**config.mk**
```make
export PLATFORM = sky130hd
export DESIGN_NAME = host8080_port
export DESIGN_NICKNAME = d
export VERILOG_FILES = /design/src/rtl/host8080_pkg.sv /design/src/rtl/host8080_ctrl.sv /design/src/rtl/host8080_dp.sv /design/src/rtl/host8080_port.sv
export SDC_FILE = /design/constraint.sdc
export NUM_CORES = 1
export LEC_CHECK = 0
export BUFFER_PORTS_ARGS = -buffer_cell sky130_fd_sc_hd__buf_2
export CAP_MARGIN = 15
export CORE_ASPECT_RATIO = 0.7
export CORE_UTILIZATION = 50
export DETAILED_ROUTE_END_ITERATION = 8
export PLACE_DENSITY = 0.84
export SYNTH_ARGS = -nofsm -noshare
export SYNTH_HDL_FRONTEND = slang
export SYNTH_SLANG_ARGS = --single-unit
```
**constraint.sdc**
```tcl
create_clock -name clk -period 2.5 [get_ports clk]
set_clock_uncertainty 0.1 [all_clocks]
set_input_delay 0.25 -clock clk [delete_from_list [all_inputs] [get_ports clk]]
set_output_delay 0.25 -clock clk [all_outputs]
set_load 0.02 [all_outputs]
```
**src/rtl/host8080_pkg.sv**
```systemverilog
package host8080_pkg;
  localparam int HOST_DW = 16;

  typedef struct packed {
    logic loadHi;
    logic loadLo;
    logic doWrite;
    logic doRead;
    logic outZero;
    logic outBuf;
    logic outStatus;
  } hostStrobe_t;
endpackage

```
**src/rtl/host8080_ctrl.sv**
```systemverilog
module host8080_ctrl
  import host8080_pkg::*;
(
  input  logic               clk,
  input  logic               rst_n,
  input  logic               csN,
  input  logic               rdN,
  input  logic               wrN,
  input  logic               dcN,
  input  logic [HOST_DW-1:0] dbIn,
  output logic [HOST_DW-1:0] dbSamp,
  output logic               dbOe,
  output logic               addrReady,
  output hostStrobe_t        strobe
);
  typedef enum logic [1:0] {ST_NOADDR, ST_HALF, ST_READY} setupState_t;

  setupState_t state;
  logic sCs, sRd, sWr, sDc, prevCs, dummyPend;
  logic csFall;

  // pins are sampled once on the core clock
  always_ff @(posedge clk or negedge rst_n) begin
    if (!rst_n) begin
      sCs    <= 1'b1;
      sRd    <= 1'b1;
      sWr    <= 1'b1;
      sDc    <= 1'b1;
      prevCs <= 1'b1;
      dbSamp <= '0;
    end else begin
      sCs    <= csN;
      sRd    <= rdN;
      sWr    <= wrN;
      sDc    <= dcN;
      prevCs <= sCs;
      dbSamp <= dbIn;
    end
  end

  assign csFall    = prevCs & ~sCs;
  assign dbOe      = ~sCs & ~sRd;
  assign addrReady = (state == ST_READY);

  always_comb begin
    strobe = '0;
    if (csFall) begin
      if (!sDc) begin
        if (!sWr) begin
          if (state == ST_HALF) strobe.loadLo = 1'b1;
          else                  strobe.loadHi = 1'b1;
        end else if (!sRd) begin
          strobe.outStatus = 1'b1;
        end
      end else begin
        if (!sWr) begin
          if (state == ST_READY) strobe.doWrite = 1'b1;
        end else if (!sRd) begin
          if (state == ST_READY) begin
            strobe.doRead = 1'b1;
            if (dummyPend) strobe.outZero = 1'b1;
            else           strobe.outBuf  = 1'b1;
          end else begin
            strobe.outZero = 1'b1;
          end
        end
      end
    end
  end

  always_ff @(posedge clk or negedge rst_n) begin
    if (!rst_n) begin
      state     <= ST_NOADDR;
      dummyPend <= 1'b1;
    end else begin
      if (strobe.loadHi)      state <= ST_HALF;
      else if (strobe.loadLo) state <= ST_READY;

      if (strobe.loadLo || strobe.doWrite) dummyPend <= 1'b1;
      else if (strobe.doRead)              dummyPend <= 1'b0;
    end
  end
endmodule

```
**src/rtl/host8080_dp.sv**
```systemverilog
module host8080_dp
  import host8080_pkg::*;
#(
  parameter int ADDR_W = 19,
  parameter int MEM_AW = 18
) (
  input  logic               clk,
  input  logic               rst_n,
  input  hostStrobe_t        strobe,
  input  logic [HOST_DW-1:0] dbSamp,
  input  logic               addrReady,
  input  logic               rspValid,
  input  logic [HOST_DW-1:0] rspData,
  output logic [HOST_DW-1:0] dbOut,
  output logic               reqValid,
  output logic               reqWrite,
  output logic               reqMem,
  output logic [ADDR_W-1:0]  reqAddr,
  output logic               reqWord,
  output logic [HOST_DW-1:0] reqWdata
);
  localparam int HI_W  = ADDR_W - 8;
  localparam int PAD_W = HOST_DW - 2 - HI_W;
  localparam logic [ADDR_W-1:0] BYTE_TOP = ADDR_W'((64'd1 << MEM_AW) - 64'd1);
  localparam logic [ADDR_W-1:0] WORD_TOP = ADDR_W'((64'd1 << MEM_AW) - 64'd2);

  logic              memFlag, memSel, wordMode;
  logic [HI_W-1:0]   hiAddr;
  logic [ADDR_W-1:0] cnt, cntNext, ceilVal;
  logic [HOST_DW-1:0] rdBuf, wdataFmt, statusWord;

  assign ceilVal = wordMode ? WORD_TOP : BYTE_TOP;

  always_comb begin
    if (memSel && (cnt >= ceilVal)) cntNext = '0;
    else cntNext = cnt + (wordMode ? ADDR_W'(2) : ADDR_W'(1));
  end

  assign wdataFmt   = wordMode ? dbSamp : {8'h00, dbSamp[7:0]};
  assign statusWord = {memSel, addrReady, {PAD_W{1'b0}}, cnt[ADDR_W-1:8]};

  // address and mode registers, counter
  always_ff @(posedge clk or negedge rst_n) begin
    if (!rst_n) begin
      memFlag  <= 1'b0;
      memSel   <= 1'b0;
      wordMode <= 1'b0;
      hiAddr   <= '0;
      cnt      <= '0;
    end else if (strobe.loadHi) begin
      memFlag <= dbSamp[HOST_DW-1];
      hiAddr  <= dbSamp[HI_W-1:0];
    end else if (strobe.loadLo) begin
      cnt      <= {hiAddr, dbSamp[15:8]};
      wordMode <= (dbSamp[7:0] == 8'h01);
      memSel   <= memFlag;
    end else if (strobe.doWrite || strobe.doRead) begin
      cnt <= cntNext;
    end
  end

  // internal request
  always_ff @(posedge clk or negedge rst_n) begin
    if (!rst_n) begin
      reqValid <= 1'b0;
      reqWrite <= 1'b0;
      reqMem   <= 1'b0;
      reqAddr  <= '0;
      reqWord  <= 1'b0;
      reqWdata <= '0;
    end else begin
      reqValid <= strobe.doWrite | strobe.doRead;
      if (strobe.doWrite || strobe.doRead) begin
        reqWrite <= strobe.doWrite;
        reqMem   <= memSel;
        reqAddr  <= cnt;
        reqWord  <= wordMode;
        reqWdata <= strobe.doWrite ? wdataFmt : '0;
      end
    end
  end

  // prefetch buffer and bus output register
  always_ff @(posedge clk or negedge rst_n) begin
    if (!rst_n) begin
      rdBuf <= '0;
      dbOut <= '0;
    end else begin
      if (rspValid) rdBuf <= rspData;
      if (strobe.outZero)        dbOut <= '0;
      else if (strobe.outBuf)    dbOut <= wordMode ? rdBuf : {8'h00, rdBuf[7:0]};
      else if (strobe.outStatus) dbOut <= statusWord;
    end
  end
endmodule

```
**src/rtl/host8080_port.sv**
```systemverilog
module host8080_port
  import host8080_pkg::*;
#(
  parameter int ADDR_W = 19,
  parameter int MEM_AW = 18
) (
  input  logic               clk,
  input  logic               rst_n,
  input  logic               csN,
  input  logic               rdN,
  input  logic               wrN,
  input  logic               dcN,
  input  logic [HOST_DW-1:0] dbIn,
  output logic [HOST_DW-1:0] dbOut,
  output logic               dbOe,
  output logic               reqValid,
  output logic               reqWrite,
  output logic               reqMem,
  output logic [ADDR_W-1:0]  reqAddr,
  output logic               reqWord,
  output logic [HOST_DW-1:0] reqWdata,
  input  logic               rspValid,
  input  logic [HOST_DW-1:0] rspData
);
  hostStrobe_t        strobe;
  logic [HOST_DW-1:0] dbSamp;
  logic               addrReady;

  host8080_ctrl ctrl_i (
    .clk(clk), .rst_n(rst_n), .csN(csN), .rdN(rdN), .wrN(wrN), .dcN(dcN),
    .dbIn(dbIn), .dbSamp(dbSamp), .dbOe(dbOe), .addrReady(addrReady),
    .strobe(strobe)
  );

  host8080_dp #(.ADDR_W(ADDR_W), .MEM_AW(MEM_AW)) dp_i (
    .clk(clk), .rst_n(rst_n), .strobe(strobe), .dbSamp(dbSamp),
    .addrReady(addrReady), .rspValid(rspValid), .rspData(rspData),
    .dbOut(dbOut), .reqValid(reqValid), .reqWrite(reqWrite), .reqMem(reqMem),
    .reqAddr(reqAddr), .reqWord(reqWord), .reqWdata(reqWdata)
  );
endmodule

```
==> summary.txt, run 1 <==
Die Height -> 88.4 um
Syn Nets -> 508
Max stage delay on crit path -> 0.40 ns
Worst R2R Path Depth -> 10
F_max -> 425 MHz
Initial antenna violation count -> 0
Violated checks -> design-rule violations
WS Path Type -> reg2reg
Leakage -> 3.32 nW
Register area share after synthesis -> 60.3%
Actual slew at the worst max-slew pin -> 0.831 ns
Antenna viol nets, final -> 0
Fraction of layout cells with a size suffix above 1 -> 32.3%
TritonRoute pass-1 iters -> 8
Synth cell count leaders -> dfrtp_1, nand2_1, mux2_2
Critical Path RT -> 2.67 ns
DRC -> 5
Port bufs -> 94
Hold Fails Final Rpt -> 0
Global route overflow -> 0
Yosys top cell area share -> 57.3%
Die width -> 125 um
Total power -> 0.00718 W
RSZ-0062 raised after global routing -> false
Cell count after synthesis -> 465
Crit-path leading delay family -> simple AND/OR/NAND/NOR gates
CTS tree -> yes
Run status -> finished, violations left
Area Overhead vs Synth -> 31.9%
Final instance area -> 0.00703 mm2
Post-DP Area -> 0.00600 mm2
Vias in the first global route -> 4208
Number of enable flip-flop cells after synthesis -> 0
Initial Util -> 51.4%
Pre-CTS WS -> 0.117 ns
Area of the multi-input gates -> 0.00199 mm2
Post-DP HPWL -> 8850 um
Clk root buf -> clkbuf_16
Top_reg_cell synth -> dfrtp_1
CTS Sinks -> 128
Dpl cells -> 684
Row Count -> 31
CP max stage cell -> dfrtp_1
Clk Latency, worst-skew pair -> 0.42 ns
Pins Over Slew Limit -> 0
Largest net degree at the start of global routing -> 83
Global Route Usage Sum -> 25.5%
Routed Wire Length -> 13500 um
Final setup fails -> 0
Core area -> 0.0104 mm2
Worst VDD drop -> 0.000876 V
Final setup TNS -> 0 ns
# IOs -> 95
Crit path buf inv count -> 3
Cell taking the most area after synthesis -> dfrtp_1
Worst Slack Setup Final -> 0.148 ns
DR WL/cell -> 17.9 um
HP Class -> in2async
Via-to-Cell Ratio -> 5.69
Reg clk slew, reported paths -> 0.06 ns
Initial drt markers -> 363
Slew margin rel. -> 44.6%
CTS buffer count -> 17
Most frequent cell after synthesis -> dfrtp_1
Vias -> 4287
Non-filler instance count after layout -> 754
Worst-path maximum fanout -> 4
CP startpoint kind -> flop
Post-route minimum period -> 2.35 ns
Synth Cell Area -> 0.00533 mm2
Gpl congestion -> 0.882
CTS max path bufs -> 2
N_diodes -> 0
PD cells -> 1020 mW/mm2
Async SR Flop Fraction -> 100%
Layout Nets -> 652
Die area -> 0.0111 mm2
Synth unique cells -> 59
Warnings, synthesis -> 0
#FFs+latches synth -> 128
Global-route wire length before repair -> 21300 um
# H-tree levels -> 4
Period utilisation layout -> 94.1%
Syn_area_per_cell -> 11.5 um2
Ranking of synthesized cells by area -> dfrtp_1, mux2_2, nand2_1
Max-cap check violation count -> 0
Storage cell area -> 0.00321 mm2
Stages on worst setup path -> 10
Cell breakdown of the critical path -> inv_2 -> ha_2 -> inv_1 -> fa_2 -> nand3b_1 -> nor4_2 -> buf_4 -> nand4_1 -> o2111ai_1 -> o311ai_0
Setup crit end kind -> flop
Worst path arrival time -> 2.53 ns
Fillers -> 739
==> timing repair <==
action	in CTS	in global routing
gates resized for setup	0	6
hold endpoints to repair	69	0
setup endpoints to repair	0	3
buffers inserted	0	1
hold buffers	37	0
==> worst paths after layout <==
check,slack (ns),from,end
max,0.15,dp_i.wordMode,dp_i.cnt[16]
max in group asynchronous,1.26,rst_n,ctrl_i.prevCs
min,0.24,rst_n,dp_i.rdBuf[9]
max reg2reg,0.15,dp_i.wordMode,dp_i.cnt[16]
min in group clk,0.26,rspValid,dp_i.rdBuf[2]
min reg2reg,0.29,ctrl_i.sCs,ctrl_i.prevCs
==> cells by family (layout without fill, tap and decap cells) <==
| family | Yosys count | count (layout) | share of synthesized area (%) |
|---|---|---|---|
| buffers and inverters | 34 | 191 | 2.77 |
| multiplexers | 28 | 28 | 5.92 |
| AND/OR/NAND/NOR | 173 | 173 | 16.5 |
| flip-flops | 128 | 128 | 60.3 |
| AO/OA/AOI/OAI | 98 | 98 | 13.5 |
| adder cells (fa/ha/maj) | 4 | 4 | 1.08 |
==> metal layers <==
layer	share of wire, %	global-route usage, %	vias up	wire [um]
met2	45	38.7	178	6110
met5	0	0	-	0
li1	-	-	1963	-
met4	2.0	10.9	0	267
met1	46	34.6	2120	6150
met3	7.0	7.62	26	942
==> per-stage QoR <==
| step | util [%] | hold WS (ns) |
|---|---|---|
| after floorplan | - | -0.146 |
| after global placement | 58.0 | 0.127 |
| after detailed placement | 58.0 | 0.133 |
| after CTS | 67.6 | 0.233 |
| after global routing | 67.9 | 0.270 |
| final | 67.9 | 0.240 |
==> worst register-to-register path, cell delays in order, from the launching register on <==
cell and delay, ns:
dfrtp_1 0.40, inv_2 0.07, ha_2 0.18, inv_1 0.06, fa_2 0.34, nand3b_1 0.24
nor4_2 0.29, buf_4 0.16, nand4_1 0.11, o2111ai_1 0.12, o311ai_0 0.15
==> cell usage in the layout (no fill, tap or decap), types with 9 or more instances in the layout <==
| cell | synthesis | routed |
|---|---|---|
| buf_4 | 3 | 20 |
| clkbuf_16 | 0 | 17 |
| dfrtp_1 | 122 | 122 |
| a221o_1 | 9 | 9 |
| a22o_1 | 19 | 19 |
| buf_2 | 7 | 93 |
| nor2_1 | 25 | 25 |
| a21oi_1 | 25 | 25 |
| o21ai_0 | 15 | 15 |
| dlygate4sd3_1 | 0 | 37 |
| nor3_1 | 9 | 9 |
| nand2_1 | 80 | 80 |
| mux2_2 | 28 | 28 |
==> sequential cells by signal, summed over array words and instances (netlist names), 2 cells and up <==
signal / cells
dp_i.hiAddr: 11
dp_i.reqWdata: 16
ctrl_i.dbSamp: 16
dp_i.rdBuf: 16
dp_i.reqAddr: 19
dp_i.dbOut: 16
dp_i.cnt: 19
ctrl_i.state: 2
==> where the power goes <==
group | switching, W | internal [W]
combinational | 0.000905 | 0.000690
clock | 0.000902 | 0.00170
sequential | 0.000429 | 0.00255
total | 0.00224 | 0.00494
==> cell type report <==
| type | instances | share of cell area, % |
|---|---|---|
| sequential | 128 | 45.7 |
| clock buffer | 20 | 6.36 |
| multi-input combinational | 303 | 28.3 |
| inverter | 8 | 0.427 |
| timing repair buffer | 151 | 14.3 |
| clock inverter | 12 | 2.60 |
| tap | 132 | 2.35 |
Note: power is estimated with default switching activity, not from simulation.
==> inputs of run 2 (changes only) <==
--- a/config.mk
+++ b/config.mk
@@ -11,6 +11,7 @@
 export CORE_UTILIZATION = 50
 export DETAILED_ROUTE_END_ITERATION = 8
 export PLACE_DENSITY = 0.84
+export RECOVER_POWER = 25
 export SYNTH_ARGS = -nofsm -noshare
 export SYNTH_HDL_FRONTEND = slang
 export SYNTH_SLANG_ARGS = --single-unit
==> run 2 against run 1 <==
Compared with the run above:
- the run still ends with design-rule violations left
- design area decreased by 0.11%
- die area did not move
- combinational power about the same
- clock power hardly changed
- fmax fell by 0.77%
- sequential power barely moved
- cell count unchanged
- first-iteration DRC count increased by 2.5%
- sequential share of layout area barely moved
- register-to-register slack lost 0.02 ns
- setup slack got worse by 0.018 ns
- critical path type unchanged
- largest cell class unchanged
- largest power group unchanged
==> summary.txt, run 2 (synthesized netlist as in run 1, its figures left out) <==
WS Path Type -> reg2reg
Vias -> 4289 (+0.047%)
Global Route Usage Sum -> 25.5% (unchanged)
Final setup fails -> 0 (unchanged)
CP startpoint kind -> flop
DR WL/cell -> 17.8 um (-0.36%)
PD cells -> 1020 mW/mm2 (about the same)
Row Count -> 31 (unchanged)
TritonRoute pass-1 iters -> 7 (-1)
Worst R2R Path Depth -> 10 (unchanged)
Worst path arrival time -> 2.54 ns (about the same)
Fraction of layout cells with a size suffix above 1 -> 31.8% (-0.48 points)
Leakage -> 3.32 nW (-0.23%)
# IOs -> 95 (unchanged)
CTS max path bufs -> 2 (unchanged)
Violated checks -> design-rule violations
Gpl congestion -> 0.882 (unchanged)
N_diodes -> 0 (unchanged)
Global-route wire length before repair -> 21300 um (unchanged)
Initial Util -> 51.4% (unchanged)
Pins Over Slew Limit -> 0 (unchanged)
F_max -> 422 MHz (-0.77%)
RSZ-0062 raised after global routing -> false
HP Class -> in2reg
Final setup TNS -> 0 ns (unchanged)
Post-route minimum period -> 2.37 ns (+0.0182 ns)
Initial drt markers -> 372 (+2.5%)
Antenna viol nets, final -> 0 (unchanged)
Max-cap check violation count -> 0 (unchanged)
Reg clk slew, reported paths -> 0.06 ns (about the same)
Most common cell after layout, fill and taps aside -> dfrtp_1
# H-tree levels -> 4 (unchanged)
Routed Wire Length -> 13400 um (-0.36%)
Global route overflow -> 0 (unchanged)
Actual slew at the worst max-slew pin -> 0.883 ns (+0.0515 ns)
Critical Path RT -> 2.67 ns (about the same)
Initial antenna violation count -> 0 (unchanged)
Leading cell types in the layout, fill and taps excluded -> dfrtp_1, buf_2, nand2_1, dlygate4sd3_1, mux2_2
Vias in the first global route -> 4208 (unchanged)
Slew margin rel. -> 41.1% (-3.4 points)
Largest regs -> dp_i.cnt (19), dp_i.reqAddr (19)
Port bufs -> 94 (unchanged)
Core area -> 0.0104 mm2 (unchanged)
Die width -> 125 um (unchanged)
Post-DP Area -> 0.00600 mm2 (unchanged)
Via-to-Cell Ratio -> 5.69 (about the same)
Clk root buf -> clkbuf_16
CTS tree -> yes
Period utilisation layout -> 94.8% (+0.73 points)
Post-DP HPWL -> 8850 um (unchanged)
Layout Nets -> 652 (unchanged)
Largest net degree at the start of global routing -> 83 (unchanged)
Worst-path maximum fanout -> 4 (unchanged)
Final instance area -> 0.00702 mm2 (-0.11%)
CTS Sinks -> 128 (unchanged)
Die Height -> 88.4 um (unchanged)
Area Overhead vs Synth -> 31.8%
Worst VDD drop -> 0.000875 V (about the same)
Hold Crit Depth -> 2
Core Util, Final -> 67.8% (-0.072 points)
Die area -> 0.0111 mm2 (unchanged)
Run status -> finished, violations left
Hold Fails Final Rpt -> 0 (unchanged)
CTS buffer count -> 17 (unchanged)
Clk Latency, worst-skew pair -> 0.41 ns (about the same)
DRC -> 5 (unchanged)
Setup crit end kind -> flop
[run 2: cell types whose count changed in the layout (fill, tap and decap cells not counted)]
cell | before | now
dfstp_1 | 0 | 1
clkbuf_2 | 0 | 1
dfstp_2 | 6 | 5
buf_2 | 93 | 92
clkbuf_1 | 2 | 4
buf_4 | 20 | 18
[run 2: worst paths after layout]
check | to | start | slack [ns]
min in group asynchronous | dp_i.rdBuf[9] | rst_n | 0.41
worst max register to register | dp_i.cnt[16] | dp_i.wordMode | 0.13
worst min register to register | ctrl_i.prevCs | ctrl_i.sCs | 0.32
worst max-delay path | dp_i.cnt[16] | dp_i.wordMode | 0.13
worst min-delay path | dp_i.rdBuf[2] | rspValid | 0.27
max in group asynchronous | dp_i.cnt[2] | rst_n | 0.78
[run 2: metrics by stage]
step | hold WS [ns] | setup WS (ns) | total power (W) | std cells
2_1_floorplan | -0.146 | 0.161 | 0.00389 | 465
3_3_place_gp | 0.127 | 0.227 | 0.00443 | 684
3_5_place_dp | 0.133 | 0.117 | 0.00450 | 684
4_1_cts | 0.233 | 0.114 | 0.00717 | 753
5_1_grt | 0.270 | 0.00407 | 0.00750 | 754
6_report | 0.268 | 0.129 | 0.00717 | 754
[run 2: layout make-up]
type | instances | area (um2)
clock buffer | 20 | 447
clock inverter | 12 | 183
fill | 743 | 3340
inverter | 8 | 30.0
multi-input combinational | 303 | 1990
sequential | 128 | 3210
tap | 132 | 165
timing repair buffer | 151 | 998
[run 2: metal layers]
metal | GRT usage (%) | vias to the layer above | wire length, um
li1 | - | 1970 | -
met1 | 34.6 | 2112 | 5930
met4 | 10.9 | 0 | 220
met2 | 38.7 | 183 | 6220
met3 | 7.62 | 24 | 1050
met5 | 0 | - | 0
[run 2: repair_timing]
| action | 4_1_cts | 5_1_grt |
|---|---|---|
| hold buffers | 37 | 0 |
| endpoints found under the hold margin | 69 | 0 |
| setup endpoints to repair | 0 | 3 |
| setup buffers | 0 | 1 |
| gates resized for setup | 0 | 6 |
[run 2: worst max-delay path, stage by stage (launching register included)]
cell       delay, ns
dfrtp_1         0.40
inv_2           0.07
ha_2            0.18
inv_1           0.06
fa_2            0.34
nand3b_1        0.25
nor4_2          0.29
buf_4           0.16
nand4_1         0.10
o2111ai_1       0.13
o311ai_0        0.15
[run 2: power breakdown]
part | total [W] | switching, W | internal [W]
Combinational | 0.00160 | 0.000910 | 0.000688
Clock | 0.00259 | 0.000893 | 0.00170
Sequential | 0.00297 | 0.000423 | 0.00255
Total | 0.00717 | 0.00223 | 0.00494
==> inputs of run 3 (changes only) <==
--- a/config.mk
+++ b/config.mk
@@ -5,7 +5,7 @@
 export SDC_FILE = /design/constraint.sdc
 export NUM_CORES = 1
 export LEC_CHECK = 0
-export BUFFER_PORTS_ARGS = -buffer_cell sky130_fd_sc_hd__buf_2
+export BUFFER_PORTS_ARGS = -buffer_cell sky130_fd_sc_hd__buf_4
 export CAP_MARGIN = 15
 export CORE_ASPECT_RATIO = 0.7
 export CORE_UTILIZATION = 50
==> run 3 against run 2 <==
Compared with the run above:
- non-clock buffer count down 2
- total power fell by 1.2%
- die area unchanged
- the flow still finishes with violations (design-rule violations)
- clock power shrank 8.5%
- sequential power barely moved
- clock-buffer cell count rose by 2
- highest routed layer unchanged
- critical endpoint is now dp_i.cnt[8]
- via count up 2.8%
- core utilization rose by 1.7 points
==> summary.txt, run 3 (synthesized netlist as in run 1, its figures left out) <==
Slew margin rel. -> 14.3% (-27 points)
Actual slew at the worst max-slew pin -> 1.29 ns (+0.402 ns)
Run status -> finished, violations left
Post-route minimum period -> 2.37 ns (-0.00208 ns)
WHS Endpoint -> dp_i.rdBuf[13]
Top Layer Used -> met4
Die area -> 0.0111 mm2 (unchanged)
Initial Util -> 51.4% (unchanged)
Largest net degree at the start of global routing -> 49 (-41%)
Leakage -> 3.31 nW (about the same)
CTS buffer count -> 17 (unchanged)
Vias -> 4408 (+2.8%)
Hold Crit Depth -> 2 (unchanged)
Area Overhead vs Synth -> 35.2%
Worst R2R Path Depth -> 8 (-2)
Post-DP Area -> 0.00623 mm2 (+3.8%)
Postcts setup bufs -> 0 (unchanged)
Global route overflow -> 0 (unchanged)
# H-tree levels -> 4 (unchanged)
Clk Latency, worst-skew pair -> 0.41 ns (about the same)
RR Startpoint -> dp_i.wordMode
Global Route Usage Sum -> 26.3% (+0.86 points)
Max-cap check violation count -> 0 (unchanged)
Row Count -> 31 (unchanged)
Max stage delay on crit path -> 0.40 ns (about the same)
PD cells -> 984 mW/mm2 (-3.6%)
DRC -> 5 (unchanged)
Fraction of layout cells with a size suffix above 1 -> 31.3% (-0.54 points)
Antenna viol nets, final -> 0 (unchanged)
Setup crit end kind -> flop
Setup crit start -> dp_i.wordMode
DR WL/cell -> 18.5 um (+3.8%)
TritonRoute pass-1 iters -> 7 (unchanged)
Global-route wire length before repair -> 22000 um (+3.7%)
Non-filler instance count after layout -> 752 (-0.27%)
Vias in the first global route -> 4163 (-1.1%)
Pre-CTS WS -> 0.0741 ns (-0.0424 ns)
Via-to-Cell Ratio -> 5.86 (+3.0%)
Final instance area -> 0.00720 mm2 (+2.5%)
Reg clk slew, reported paths -> 0.06 ns (about the same)
CP startpoint kind -> flop
Violated checks -> design-rule violations
Initial drt markers -> 341 (-8.3%)
CTS tree -> yes
Gpl congestion -> 0.877 (-0.59%)
Sw frac -> 31.6% (+0.54 points)
Internal cell power -> 0.00484 W (-1.9%)
Reg2reg end -> dp_i.cnt[8]
Post-DP HPWL -> 9080 um (+2.5%)
Layout Nets -> 650 (-0.31%)
Seq pwr share -> 42.1% (+0.6 points)
# IOs -> 95 (unchanged)
Worst path arrival time -> 2.55 ns (about the same)
Core area -> 0.0104 mm2 (unchanged)
F_max -> 422 MHz (about the same)
Final setup TNS -> 0 ns (unchanged)
CTS Sinks -> 128 (unchanged)
Clk pwr share -> 33.5% (-2.7 points)
Die width -> 125 um (unchanged)
Period utilisation layout -> 94.7% (about the same)
Hold Fails Final Rpt -> 0 (unchanged)
HP Class -> in2reg
Worst Slack Setup Final -> 0.131 ns (+0.00208 ns)
R2r setup slk -> 0.13 ns (about the same)
Cell breakdown of the critical path -> inv_1 -> ha_1 -> inv_1 -> fa_1 -> nand3b_1 -> or2_2 -> a41oi_1 -> a21oi_1
Final setup fails -> 0 (unchanged)
NetSw -> 0.00224 W (+0.55%)
Largest regs -> dp_i.cnt (19), dp_i.reqAddr (19)
Pins Over Slew Limit -> 0 (unchanged)
Min-Delay Startpoint -> rspValid
Met2 routed WL -> 6600 um (+6.1%)
Worst hold slack -> 0.208 ns (-0.0604 ns)
Clk root buf -> clkbuf_16
Die Height -> 88.4 um (unchanged)
N_diodes -> 0 (unchanged)
Routed Wire Length -> 13900 um (+3.6%)
CTS max path bufs -> 2 (unchanged)
Port bufs -> 94 (unchanged)
Combinational share of power -> 24.4% (+2.1 points)
Initial antenna violation count -> 0 (unchanged)
Leading cell types in the layout, fill and taps excluded -> dfrtp_1, nand2_1, buf_4, dlygate4sd3_1, clkbuf_4
Worst VDD drop -> 0.000620 V (-29%)
Most numerous cell on the critical path -> inv_1
Most common cell after layout, fill and taps aside -> dfrtp_1
CP max stage cell -> dfrtp_1
Critical Path RT -> 2.69 ns (+0.02 ns)
Dpl cells -> 683 (-0.15%)
M1 WL -> 6220 um (+4.8%)
Worst-path maximum fanout -> 4 (unchanged)
Met3 Routed Length -> 948 um (-9.5%)
WS Path Type -> reg2reg
RSZ-0062 raised after global routing -> true
[run 3: power by group through the flow]
stage	clock network [W]	logic [W]	registers, W
CTS	0.00240	0.00172	0.00296
global route	0.00249	0.00188	0.00303
global placement	0	0.00160	0.00297
detailed placement	0	0.00164	0.00299
floorplan	0	0.000792	0.00309
finish	0.00237	0.00173	0.00298
[run 3: how the worst max path moves through the flow]
| stage | endpoint | slack (ns) | cells past startpoint |
|---|---|---|---|
| 6_report | dp_i.cnt[8] | 0.13 | 8 |
| 5_1_grt | dp_i.cnt[18] | -0.03 | 8 |
| 4_1_cts | dp_i.cnt[16] | 0.09 | 8 |
| 3_5_place_dp | dp_i.cnt[16] | 0.07 | 9 |
| 3_3_place_gp | dp_i.cnt[16] | 0.14 | 9 |
| 2_1_floorplan | dp_i.cnt[16] | 0.16 | 9 |
[run 3: metal layers]
| metal | up-vias | global-route usage [%] |
|---|---|---|
| met5 | - | 0 |
| met4 | 0 | 7.43 |
| met3 | 14 | 5.56 |
| met2 | 200 | 42.2 |
| met1 | 2238 | 37.0 |
| li1 | 1956 | - |
[run 3: layout make-up]
| type | instances | area [um2] |
|---|---|---|
| flip-flops and latches | 128 | 3210 |
| fillers | 750 | 3160 |
| multi-input cells | 303 | 2000 |
| repair buffers | 149 | 1220 |
| clock buffers | 22 | 454 |
| well taps | 132 | 165 |
| clock inverters | 10 | 114 |
| inverters | 8 | 30.0 |
[run 3: through the flow]
step / power (W) / utilization (%)
2_1_floorplan: 0.00389 / -
3_3_place_gp: 0.00456 / 60.1
3_5_place_dp: 0.00463 / 60.1
4_1_cts: 0.00708 / 69.3
5_1_grt: 0.00740 / 69.5
6_report: 0.00708 / 69.5
[run 3: critical path, delay by kind of cell (launching register included)]
kind	cells	cell delay, ns
adders and majority gates	2	0.58
AOI/OAI and AO/OA	2	0.41
DFF	1	0.40
and+or+nand+nor	2	0.60
buffers and inverters	2	0.16
[run 3: repair_timing]
action,CTS,global route
endpoints found under the hold margin,80,0
pin swaps,0,1
resized for setup,1,5
endpoints found under the setup margin,1,6
hold buffers,37,0
